===== src/rtl/fpc_pkg.sv =====
package fpc_pkg;

  typedef enum logic [1:0] {
    OP_PROGRAM = 2'd0,
    OP_SECTOR  = 2'd1,
    OP_BLOCK   = 2'd2,
    OP_CHIP    = 2'd3
  } fpcOp_e;

  // control -> datapath
  typedef struct packed {
    logic       load;
    logic       busWrite;
    logic       busRead;
    logic       weLow;
    logic       oeLow;
    logic [2:0] wrIdx;
    logic       abortWr;
    logic       sample;
    logic       evalRead;
    logic       pollRun;
  } fpcStrobe_t;

  // datapath -> control
  typedef struct packed {
    logic isProgram;
    logic confirmed;
    logic expired;
  } fpcStatus_t;

  localparam int PROG_STEPS  = 4;
  localparam int ERASE_STEPS = 6;

  localparam logic [7:0]  CMD_KEY_A    = 8'hAA;
  localparam logic [7:0]  CMD_KEY_B    = 8'h55;
  localparam logic [7:0]  CMD_PROG     = 8'hA0;
  localparam logic [7:0]  CMD_ERASE    = 8'h80;
  localparam logic [7:0]  CMD_SECT     = 8'h50;
  localparam logic [7:0]  CMD_BLK      = 8'h30;
  localparam logic [7:0]  CMD_CHIP     = 8'h10;
  localparam logic [7:0]  CMD_READMODE = 8'hF0;
  localparam logic [10:0] KEY_ADDR_A   = 11'h555;
  localparam logic [10:0] KEY_ADDR_B   = 11'h2AA;

endpackage


===== src/rtl/fpc_seq.sv =====
module fpc_seq
  import fpc_pkg::*;
#(
  parameter int SETUP_CYC = 1,
  parameter int PULSE_CYC = 2,
  parameter int HOLD_CYC  = 1,
  parameter int READ_CYC  = 2
) (
  input  logic       clk,
  input  logic       rstN,
  input  logic       reqValid,
  output logic       reqReady,
  output logic       doneValid,
  output logic       doneErr,
  input  fpcStatus_t stat,
  output fpcStrobe_t strb
);

  localparam int WR_SPAN = SETUP_CYC + PULSE_CYC + HOLD_CYC;
  localparam int RD_SPAN = READ_CYC + 1;
  localparam int MAX_SPAN = (WR_SPAN > RD_SPAN) ? WR_SPAN : RD_SPAN;
  localparam int CYC_W = $clog2(MAX_SPAN + 1);

  typedef enum logic [2:0] {
    S_IDLE, S_WRITE, S_POLL, S_ABORT, S_DONE
  } state_e;

  state_e           state, stateNxt;
  logic [CYC_W-1:0] cyc, cycNxt;
  logic [2:0]       idx, idxNxt;
  logic             errFlag, errNxt;
  logic             weWindow;
  logic             wrLast, rdGap;
  logic [2:0]       lastIdx;

  assign weWindow = (cyc >= CYC_W'(SETUP_CYC)) && (cyc < CYC_W'(SETUP_CYC + PULSE_CYC));
  assign wrLast   = (cyc == CYC_W'(WR_SPAN - 1));
  assign rdGap    = (cyc == CYC_W'(READ_CYC));
  assign lastIdx  = stat.isProgram ? 3'(PROG_STEPS - 1) : 3'(ERASE_STEPS - 1);

  always_ff @(posedge clk or negedge rstN) begin
    if (!rstN) begin
      state   <= S_IDLE;
      cyc     <= '0;
      idx     <= '0;
      errFlag <= 1'b0;
    end else begin
      state   <= stateNxt;
      cyc     <= cycNxt;
      idx     <= idxNxt;
      errFlag <= errNxt;
    end
  end

  always_comb begin
    stateNxt  = state;
    cycNxt    = cyc;
    idxNxt    = idx;
    errNxt    = errFlag;
    strb      = '0;
    reqReady  = 1'b0;
    doneValid = 1'b0;
    doneErr   = 1'b0;
    unique case (state)
      S_IDLE: begin
        reqReady = 1'b1;
        if (reqValid) begin
          strb.load = 1'b1;
          stateNxt  = S_WRITE;
          cycNxt    = '0;
          idxNxt    = '0;
          errNxt    = 1'b0;
        end
      end
      S_WRITE: begin
        strb.busWrite = 1'b1;
        strb.weLow    = weWindow;
        strb.wrIdx    = idx;
        if (wrLast) begin
          cycNxt = '0;
          if (idx == lastIdx) stateNxt = S_POLL;
          else                idxNxt   = idx + 3'd1;
        end else begin
          cycNxt = cyc + 1'b1;
        end
      end
      S_POLL: begin
        strb.busRead = 1'b1;
        strb.pollRun = 1'b1;
        strb.oeLow   = (cyc < CYC_W'(READ_CYC));
        strb.sample  = (cyc == CYC_W'(READ_CYC - 1));
        if (rdGap) begin
          strb.evalRead = 1'b1;
          cycNxt        = '0;
          if (stat.confirmed)    stateNxt = S_DONE;
          else if (stat.expired) stateNxt = S_ABORT;
        end else begin
          cycNxt = cyc + 1'b1;
        end
      end
      S_ABORT: begin
        strb.busWrite = 1'b1;
        strb.abortWr  = 1'b1;
        strb.weLow    = weWindow;
        if (wrLast) begin
          cycNxt   = '0;
          errNxt   = 1'b1;
          stateNxt = S_DONE;
        end else begin
          cycNxt = cyc + 1'b1;
        end
      end
      S_DONE: begin
        doneValid = 1'b1;
        doneErr   = errFlag;
        stateNxt  = S_IDLE;
      end
      default: stateNxt = S_IDLE;
    endcase
  end

endmodule


===== src/rtl/fpc_dp.sv =====
module fpc_dp
  import fpc_pkg::*;
#(
  parameter int ADDR_W        = 22,
  parameter int DATA_W        = 16,
  parameter int TOGGLE_BIT    = 6,
  parameter int CONFIRM_RD    = 2,
  parameter int PROG_TMO_CYC  = 4000,
  parameter int ERASE_TMO_CYC = 8000000,
  parameter int CHIP_TMO_CYC  = 16000000
) (
  input  logic              clk,
  input  logic              rstN,
  input  fpcStrobe_t        strb,
  output fpcStatus_t        stat,
  input  logic [1:0]        reqOp,
  input  logic [ADDR_W-1:0] reqAddr,
  input  logic [DATA_W-1:0] reqData,
  output logic              flashCeN,
  output logic              flashWeN,
  output logic              flashOeN,
  output logic [ADDR_W-1:0] flashAddr,
  output logic [DATA_W-1:0] flashDout,
  output logic              flashDoe,
  input  logic [DATA_W-1:0] flashDin
);

  localparam int MAX_A = (PROG_TMO_CYC > ERASE_TMO_CYC) ? PROG_TMO_CYC : ERASE_TMO_CYC;
  localparam int MAX_TMO = (MAX_A > CHIP_TMO_CYC) ? MAX_A : CHIP_TMO_CYC;
  localparam int TMR_W = $clog2(MAX_TMO + 2);
  localparam int STB_W = $clog2(CONFIRM_RD + 2);
  localparam logic [ADDR_W-1:0] ADDR_KA = ADDR_W'(KEY_ADDR_A);
  localparam logic [ADDR_W-1:0] ADDR_KB = ADDR_W'(KEY_ADDR_B);

  fpcOp_e            opQ;
  logic [ADDR_W-1:0] tgtAddr;
  logic [DATA_W-1:0] tgtData;
  logic [ADDR_W-1:0] cmdAddr;
  logic [DATA_W-1:0] cmdData;
  logic              rdBit, prevBit, firstRd, match;
  logic [STB_W-1:0]  stableCnt;
  logic [TMR_W-1:0]  timer, limit;
  logic              unusedDin;

  // request capture
  always_ff @(posedge clk or negedge rstN) begin
    if (!rstN) begin
      opQ     <= OP_PROGRAM;
      tgtAddr <= '0;
      tgtData <= '0;
    end else if (strb.load) begin
      opQ     <= fpcOp_e'(reqOp);
      tgtAddr <= reqAddr;
      tgtData <= reqData;
    end
  end

  // command cycle table
  always_comb begin
    cmdAddr = '0;
    cmdData = '0;
    if (strb.abortWr) begin
      cmdData = DATA_W'(CMD_READMODE);
    end else begin
      unique case (strb.wrIdx)
        3'd0: begin cmdAddr = ADDR_KA; cmdData = DATA_W'(CMD_KEY_A); end
        3'd1: begin cmdAddr = ADDR_KB; cmdData = DATA_W'(CMD_KEY_B); end
        3'd2: begin
          cmdAddr = ADDR_KA;
          cmdData = (opQ == OP_PROGRAM) ? DATA_W'(CMD_PROG) : DATA_W'(CMD_ERASE);
        end
        3'd3: begin
          if (opQ == OP_PROGRAM) begin
            cmdAddr = tgtAddr;
            cmdData = tgtData;
          end else begin
            cmdAddr = ADDR_KA;
            cmdData = DATA_W'(CMD_KEY_A);
          end
        end
        3'd4: begin cmdAddr = ADDR_KB; cmdData = DATA_W'(CMD_KEY_B); end
        default: begin
          unique case (opQ)
            OP_SECTOR: begin cmdAddr = tgtAddr; cmdData = DATA_W'(CMD_SECT); end
            OP_BLOCK:  begin cmdAddr = tgtAddr; cmdData = DATA_W'(CMD_BLK);  end
            default:   begin cmdAddr = ADDR_KA; cmdData = DATA_W'(CMD_CHIP); end
          endcase
        end
      endcase
    end
  end

  // pin drive
  assign flashCeN  = !(strb.busWrite || strb.busRead);
  assign flashWeN  = !strb.weLow;
  assign flashOeN  = !strb.oeLow;
  assign flashDoe  = strb.busWrite;
  assign flashAddr = strb.busWrite ? cmdAddr : tgtAddr;
  assign flashDout = strb.busWrite ? cmdData : '0;
  assign unusedDin = ^flashDin;

  // toggle tracking
  assign match = !firstRd && (rdBit == prevBit);

  always_ff @(posedge clk or negedge rstN) begin
    if (!rstN) begin
      rdBit     <= 1'b0;
      prevBit   <= 1'b0;
      firstRd   <= 1'b1;
      stableCnt <= '0;
    end else if (strb.load) begin
      rdBit     <= 1'b0;
      prevBit   <= 1'b0;
      firstRd   <= 1'b1;
      stableCnt <= '0;
    end else begin
      if (strb.sample) rdBit <= flashDin[TOGGLE_BIT];
      if (strb.evalRead) begin
        prevBit   <= rdBit;
        firstRd   <= 1'b0;
        stableCnt <= match ? stableCnt + 1'b1 : '0;
      end
    end
  end

  // poll timer
  always_ff @(posedge clk or negedge rstN) begin
    if (!rstN)                        timer <= '0;
    else if (strb.load)               timer <= '0;
    else if (strb.pollRun && !(&timer)) timer <= timer + 1'b1;
  end

  always_comb begin
    unique case (opQ)
      OP_PROGRAM: limit = TMR_W'(PROG_TMO_CYC);
      OP_CHIP:    limit = TMR_W'(CHIP_TMO_CYC);
      default:    limit = TMR_W'(ERASE_TMO_CYC);
    endcase
  end

  assign stat.isProgram = (opQ == OP_PROGRAM);
  assign stat.confirmed = match && (stableCnt == STB_W'(CONFIRM_RD));
  assign stat.expired   = (timer >= limit);

endmodule


===== src/rtl/flash_pe_ctrl.sv =====
module flash_pe_ctrl
  import fpc_pkg::*;
#(
  parameter int ADDR_W       = 22,
  parameter int DATA_W       = 16,
  parameter int SETUP_CYC    = 1,
  parameter int PULSE_CYC    = 2,
  parameter int HOLD_CYC     = 1,
  parameter int READ_CYC     = 2,
  parameter int CONFIRM_RD   = 2,
  parameter int CLK_MHZ      = 250,
  parameter int PROG_TMO_US  = 16,
  parameter int ERASE_TMO_US = 32000,
  parameter int CHIP_TMO_US  = 64000
) (
  input  logic              clk,
  input  logic              rstN,
  input  logic              reqValid,
  output logic              reqReady,
  input  logic [1:0]        reqOp,
  input  logic [ADDR_W-1:0] reqAddr,
  input  logic [DATA_W-1:0] reqData,
  output logic              doneValid,
  output logic              doneErr,
  output logic              flashCeN,
  output logic              flashWeN,
  output logic              flashOeN,
  output logic [ADDR_W-1:0] flashAddr,
  output logic [DATA_W-1:0] flashDout,
  output logic              flashDoe,
  input  logic [DATA_W-1:0] flashDin
);

  localparam int PROG_TMO_CYC  = PROG_TMO_US * CLK_MHZ;
  localparam int ERASE_TMO_CYC = ERASE_TMO_US * CLK_MHZ;
  localparam int CHIP_TMO_CYC  = CHIP_TMO_US * CLK_MHZ;

  fpcStrobe_t strb;
  fpcStatus_t stat;

  fpc_seq #(
    .SETUP_CYC(SETUP_CYC), .PULSE_CYC(PULSE_CYC),
    .HOLD_CYC(HOLD_CYC),   .READ_CYC(READ_CYC)
  ) u_seq (
    .clk(clk), .rstN(rstN), .reqValid(reqValid), .reqReady(reqReady),
    .doneValid(doneValid), .doneErr(doneErr), .stat(stat), .strb(strb)
  );

  fpc_dp #(
    .ADDR_W(ADDR_W), .DATA_W(DATA_W), .TOGGLE_BIT(6), .CONFIRM_RD(CONFIRM_RD),
    .PROG_TMO_CYC(PROG_TMO_CYC), .ERASE_TMO_CYC(ERASE_TMO_CYC),
    .CHIP_TMO_CYC(CHIP_TMO_CYC)
  ) u_dp (
    .clk(clk), .rstN(rstN), .strb(strb), .stat(stat),
    .reqOp(reqOp), .reqAddr(reqAddr), .reqData(reqData),
    .flashCeN(flashCeN), .flashWeN(flashWeN), .flashOeN(flashOeN),
    .flashAddr(flashAddr), .flashDout(flashDout), .flashDoe(flashDoe),
    .flashDin(flashDin)
  );

endmodule


===== config.mk =====
export PLATFORM = sky130hd
export DESIGN_NAME = flash_pe_ctrl
export DESIGN_NICKNAME = d
export VERILOG_FILES = /design/src/rtl/fpc_pkg.sv /design/src/rtl/fpc_seq.sv /design/src/rtl/fpc_dp.sv /design/src/rtl/flash_pe_ctrl.sv
export SDC_FILE = /design/constraint.sdc
export NUM_CORES = 1
export LEC_CHECK = 0
export BUFFER_PORTS_ARGS = -buffer_cell sky130_fd_sc_hd__buf_2
export CELL_PAD_IN_SITES_DETAIL_PLACEMENT = 0
export CELL_PAD_IN_SITES_GLOBAL_PLACEMENT = 1
export CORE_ASPECT_RATIO = 0.9
export CORE_MARGIN = 2
export CORE_UTILIZATION = 42
export CTS_CLUSTER_DIAMETER = 120
export CTS_CLUSTER_SIZE = 24
export DETAILED_ROUTE_END_ITERATION = 8
export PLACE_DENSITY_LB_ADDON = 0.1
export SKIP_LAST_GASP = 1
export SYNTH_ARGS = -nofsm -noshare
export SYNTH_HDL_FRONTEND = slang
export SYNTH_HIERARCHICAL = 1
export SYNTH_SLANG_ARGS = --single-unit

===== constraint.sdc =====
create_clock -name clk -period 3.4 [get_ports clk]
set_clock_uncertainty 0.15 [all_clocks]
set_input_delay 0.51 -clock clk [delete_from_list [all_inputs] [get_ports clk]]
set_output_delay 0.51 -clock clk [all_outputs]
set_load 0.01 [all_outputs]

; Word-level counts from Yosys, hierarchy flattened
; Index checks and enable logic that the tools add are counted.
[word_totals]
reg_bits = 79
latch_bits = 0
mem_bits_rw = 0
romBits = 0
input_bits = 59
output_inout_bits = 45
n_memories = 0
[classes]
add_sub_neg = 4
n_mul = 0
div_mod_pow = 0
order_cmp = 4
eq_ne = 24
shift = 0
n_mux = 55
bitwise_logic = 0
reduce_logical = 28
[ops]
columns = operator, count
row1 = $mux W22, 4
row2 = $pmux W22 S3, 1
row3 = $pmux W16 S4, 1
row4 = $mux W16, 3
row5 = $mux W24, 2
row6 = $pmux W24 S2, 1
row7 = $mux W3, 15
row8 = $add A24 B1 Y24 const B, 1
row9 = $ge A24 B24 Y1, 1
row10 = $reduce_and A24 Y1, 1
row11 = $mux W1, 19
row12 = $eq A3 B2 Y1 const B, 6
row13 = $pmux W7 S2, 1
row14 = $pmux W3 S4, 1
row15 = $reduce_bool A2 Y1, 5
row16 = $eq A3 B1 Y1 const B, 3
row17 = $pmux W3 S3, 1
row18 = $ne A2 B1 Y1 const B, 4
row19 = $reduce_or A2 Y1, 4
row20 = $add A3 B1 Y3 const B, 2
row21 = $eq A2 B2 Y1 const B, 3
row22 = $eq A3 B3 Y1 const B, 2
row23 = $logic_not A3 Y1, 2
row24 = $lt A3 B2 Y1 const B, 2
row25 = 20 further kinds, 30

; Logic depth before layout (Yosys ltp)
[depth]
word_depth = 7
ltp_mapped = 12

; Hierarchy
; Netlist, hierarchy kept.
[by_module_without_submodules]
columns = mod, instances, cells_per_inst, area_each_um2, seq_area_each_um2
row1 = fpc_dp, 1, 414, 4139.0, 1727.9
row2 = fpc_seq, 1, 90, 847.1, 250.2

; Worst setup path after synthesis
; OpenSTA, ideal clock, no wires.
[synth_timing]
kind = register to register
start = reg u_dp.opQ[0]
end = reg u_seq.state[0]
arrival_time_ps = 2639
path_slack_ps = 485
path_stages_with_launch = 12
path_buffers = 0
cell_sequence = dfrtp_1 > inv_1 > ha_1 > clkinv_1 > ha_1 > a2111oi_0 > or4_1 > a311oi_1 > or4_1 > nor3_1 > nor2_1 > o32a_1
[synth_rtl]
columns = element, line_no
row1 = start: declaration, fpc_dp.sv:35  ; fpcOp_e opQ;
row2 = start signal: assignment, fpc_dp.sv:52  ; opQ <= fpcOp_e'(reqOp);
row3 = end signal: assignment, fpc_seq.sv:48  ; state <= stateNxt;
row4 = end: declaration, fpc_seq.sv:28  ; state_e state, stateNxt;

==> results.sh <==
export IMPL_status="complete, no violations"
export IMPL_avgViaCountPerCell=5.34
export IMPL_seq_area_frac_synth_pct=39.7
export IMPL_synth_main_ff_cell="dfrtp_1"
export IMPL_clockBufferDepth=2
export IMPL_drt_first_pass_iters=5
export IMPL_gp_congestion=0.842
export IMPL_cp_required_ns=2.74
export IMPL_cts_hold_buf=0
export IMPL_placed_area_mm2=0.00557
export IMPL_cts_sink_count=79
export IMPL_async_flop_share_pct=100
export IMPL_io_buffers=88
export IMPL_dp_hpwl_um=8180
export IMPL_coreArea_mm2=0.0115
export IMPL_path_clk_slew_ns=0.06
export IMPL_start_kind="flop"
export IMPL_crit_start="u_seq/state[2]$_DFFE_PN0P_"
export IMPL_root_buffer="clkbuf_16"
export IMPL_fin_crit_sh_pct=94.4
export IMPL_finalSetupViolCount=0
export IMPL_ir_worst_vdd_v=0.000353
export IMPL_grt_usage_pct=18.6
export IMPL_rrSetupSlack_ns=0.33
export IMPL_initial_core_util_pct=43.3
export IMPL_powerDensity_mw_per_mm2=885
export IMPL_syn_area_mm2=0.00499
export IMPL_drtIter0Drc=251
export IMPL_io_pins=104
export IMPL_dieArea_mm2=0.0128
export IMPL_drive_gt1_share_pct=31.2
export IMPL_grt_pass1_vias=3923
export IMPL_cap_violations=0
export IMPL_drc=0
export IMPL_crit_fanout=16
export IMPL_finalHoldViolCount=0
export IMPL_grt_max_degree=80
export IMPL_worstSkewPairLatency_ns=0.34
export IMPL_synth_seq_cells=79
export IMPL_fp_dieH_um=107
export IMPL_slew_headroom_pct=31.9
export IMPL_crit_end="flashAddr[19]"
export IMPL_cts_tree="yes"
export IMPL_tightest_slew_ns=1.02
export IMPL_maxSlewViolCount=0
export IMPL_arrival_ns=2.55
export IMPL_ys_warn_count=6
export IMPL_p_leak_uw=0.00278
export IMPL_htreeDepth=3
export IMPL_critPathCaptureType="output pin"
export IMPL_synth_edff_count=0
export IMPL_r2r_end="u_seq/state[0]$_DFFE_PN0P_"
export IMPL_fin_hold_ws_ns=0.181
export IMPL_min_delay_path_class="in -> async"
export IMPL_place_ws_ns=0.270
export IMPL_max_freq_mhz=312
export IMPL_num_rows=37
export IMPL_criticalPathCategory="reg -> out"
export IMPL_period_needed_ns=3.21
export IMPL_layout_setup_ws_ns=0.190
export IMPL_ys_types=67
export IMPL_cts_made_buffers=9
export IMPL_syn_to_final_growth_pct=18.6
export IMPL_post_route_cell_area_mm2=0.00592
export IMPL_ant_nets=0
export IMPL_routed_wl_um=11500
export IMPL_synth_area_per_cell_um2=9.89
export IMPL_yosys_area_top_type="dfrtp_1"
export IMPL_rsz0062_at_grt="yes"
export IMPL_layout_nets=678
export IMPL_diodes=0
export IMPL_synth_cells=504
export IMPL_grt_pass1_wl_um=19000
export IMPL_wl_per_cell_um=15.2
export IMPL_synth_top_area_share_pct=39.1
export IMPL_worstRegToRegCells=11
export IMPL_syn_num_nets=591
export IMPL_die_w_um=119
export IMPL_grt_antenna_before_repair=0
export IMPL_reg2reg_from="u_dp/opQ[0]$_DFFE_PN0P_"
export IMPL_vias=4014
export IMPL_overflow=0
export IMPL_synth_area_leaders="dfrtp_1 39%, mux2_2 8.8%, ha_1 7.0%"
==> synth_stat cells, types with 2 or more instances <==
cell type,instances
a311oi_1,2
nor4b_1,2
a21oi_1,26
xnor2_1,19
dfrtp_1,78
nand3b_1,3
nor3_1,13
o21bai_1,2
mux2_2,39
and2_1,29
nor2_1,44
and3_1,3
nand2_1,33
a22o_1,7
clkbuf_8,2
inv_1,23
buf_2,2
mux2i_1,5
a211o_1,6
nor2b_1,4
nand2b_1,7
nor4_1,3
o21ai_0,12
buf_4,3
nand3_1,12
clkbuf_1,15
a31o_2,2
a21o_1,11
nand4_1,7
or4_1,3
ha_1,28
a2111oi_4,2
a2111oi_0,4
buf_6,6
and3_2,2
a211oi_1,10
nand4b_1,2
o22ai_1,2
xor2_1,2
and4_2,2
==> timing repair <==
action                     4_1_cts  5_1_grt
buffers inserted                 0        1
setup endpoints to repair        0       31
resized for setup                0        6
==> cells by family (layout without fill, tap and decap cells) <==
group,after synthesis,count (layout),synth area share [%]
and+or+nand+nor,182,182,19.9
AOI/OAI and AO/OA,98,98,14.4
DFF,79,79,39.7
buffers and inverters,52,144,5.50
muxes,44,44,9.81
adders and majority gates,28,28,7.03
xor gates and xnor gates,21,21,3.69
==> layout by cell type (no fill, tap or decap), types with 5 or more instances in the layout <==
| master | instances |
|---|---|
| a22o_1 | 7 |
| mux2i_1 | 5 |
| ha_1 | 27 |
| mux2_2 | 39 |
| a211o_1 | 6 |
| nand4_1 | 7 |
| buf_2 | 87 |
| nand2b_1 | 6 |
| a211oi_1 | 10 |
| nand3_1 | 12 |
| a21o_1 | 11 |
| nor2_1 | 42 |
| a21oi_1 | 26 |
| o21ai_0 | 12 |
| dfrtp_1 | 77 |
| xnor2_1 | 19 |
| nand2_1 | 33 |
| nor3_1 | 13 |
| clkbuf_16 | 9 |
| inv_1 | 22 |
| buf_4 | 16 |
| and2_1 | 28 |
==> metal layers <==
metal | vias to the layer above | wire length, um | share of wire [%] | GRT usage [%]
li1 | 1973 | - | - | -
met1 | 1962 | 5400 | 47 | 24.4
met2 | 71 | 5450 | 48 | 30.3
met3 | 8 | 520 | 4.5 | 5.72
met4 | 0 | 90 | 0.79 | 4.34
met5 | - | 0 | 0 | 0
==> power breakdown <==
group          switching [uW]  internal [uW]  total (uW)
combinational            1320           1200        2520
sequential                342           1330        1670
clock                     380            663        1040
==> layout make-up <==
type | instances | area, um^2
inverters | 24 | 90.1
fillers | 1078 | 5610
clock inverters | 5 | 81.3
multi-input cells | 373 | 2750
repair buffers | 104 | 576
clock buffers | 11 | 243
well taps | 156 | 195
flip-flops and latches | 79 | 1980
==> registers in the layout, indices dropped and copies added, names as in the netlist <==
register / flops
u_dp/tgtData: 16
u_dp/prevBit: 1
u_seq/idx: 3
u_dp/rdBit: 1
u_seq/errFlag: 1
u_dp/opQ: 2
u_seq/state: 3
u_dp/firstRd: 1
u_dp/stableCnt: 2
u_seq/cyc: 3
u_dp/tgtAddr: 22
u_dp/timer: 24
==> per-stage QoR <==
| step | TNS, ns | std cells | total power, uW | utilization (%) |
|---|---|---|---|---|
| 2_1_floorplan | 0 | 504 | 3430 | - |
| 3_3_place_gp | 0 | 735 | 4120 | 48.3 |
| 3_5_place_dp | 0 | 735 | 4200 | 48.3 |
| 6_report | 0 | 752 | 5240 | 51.3 |
| 5_1_grt | -0.137 | 752 | 5680 | 51.3 |
| 4_1_cts | 0 | 751 | 5280 | 51.1 |
==> worst min-delay path by stage <==
stage / endpoint / depth (start not counted) / start
floorplan: u_dp/opQ[0]$_DFFE_PN0P_ / 0 / rstN
global placement: u_dp/tgtAddr[17]$_DFFE_PN0P_ / 1 / u_dp/tgtAddr[17]$_DFFE_PN0P_
detailed placement: u_dp/tgtAddr[20]$_DFFE_PN0P_ / 1 / u_dp/tgtAddr[20]$_DFFE_PN0P_
CTS: u_dp/opQ[1]$_DFFE_PN0P_ / 3 / reqOp[1]
global route: u_dp/tgtData[2]$_DFFE_PN0P_ / 2 / reqData[2]
finish: u_seq/cyc[0]$_DFFE_PN0P_ / 1 / rstN
==> critical path: stages (launching register included) <==
cell and delay, ns:
dfrtp_1 0.51, nor3b_4 0.30, and2_2 0.28, and2_1 0.21, nand3b_1 0.15, o21a_1 0.14, o21ai_1 0.13, buf_4 0.23
and2_1 0.15, buf_2 0.12
No activity file was read; power rests on OpenSTA's default activity.
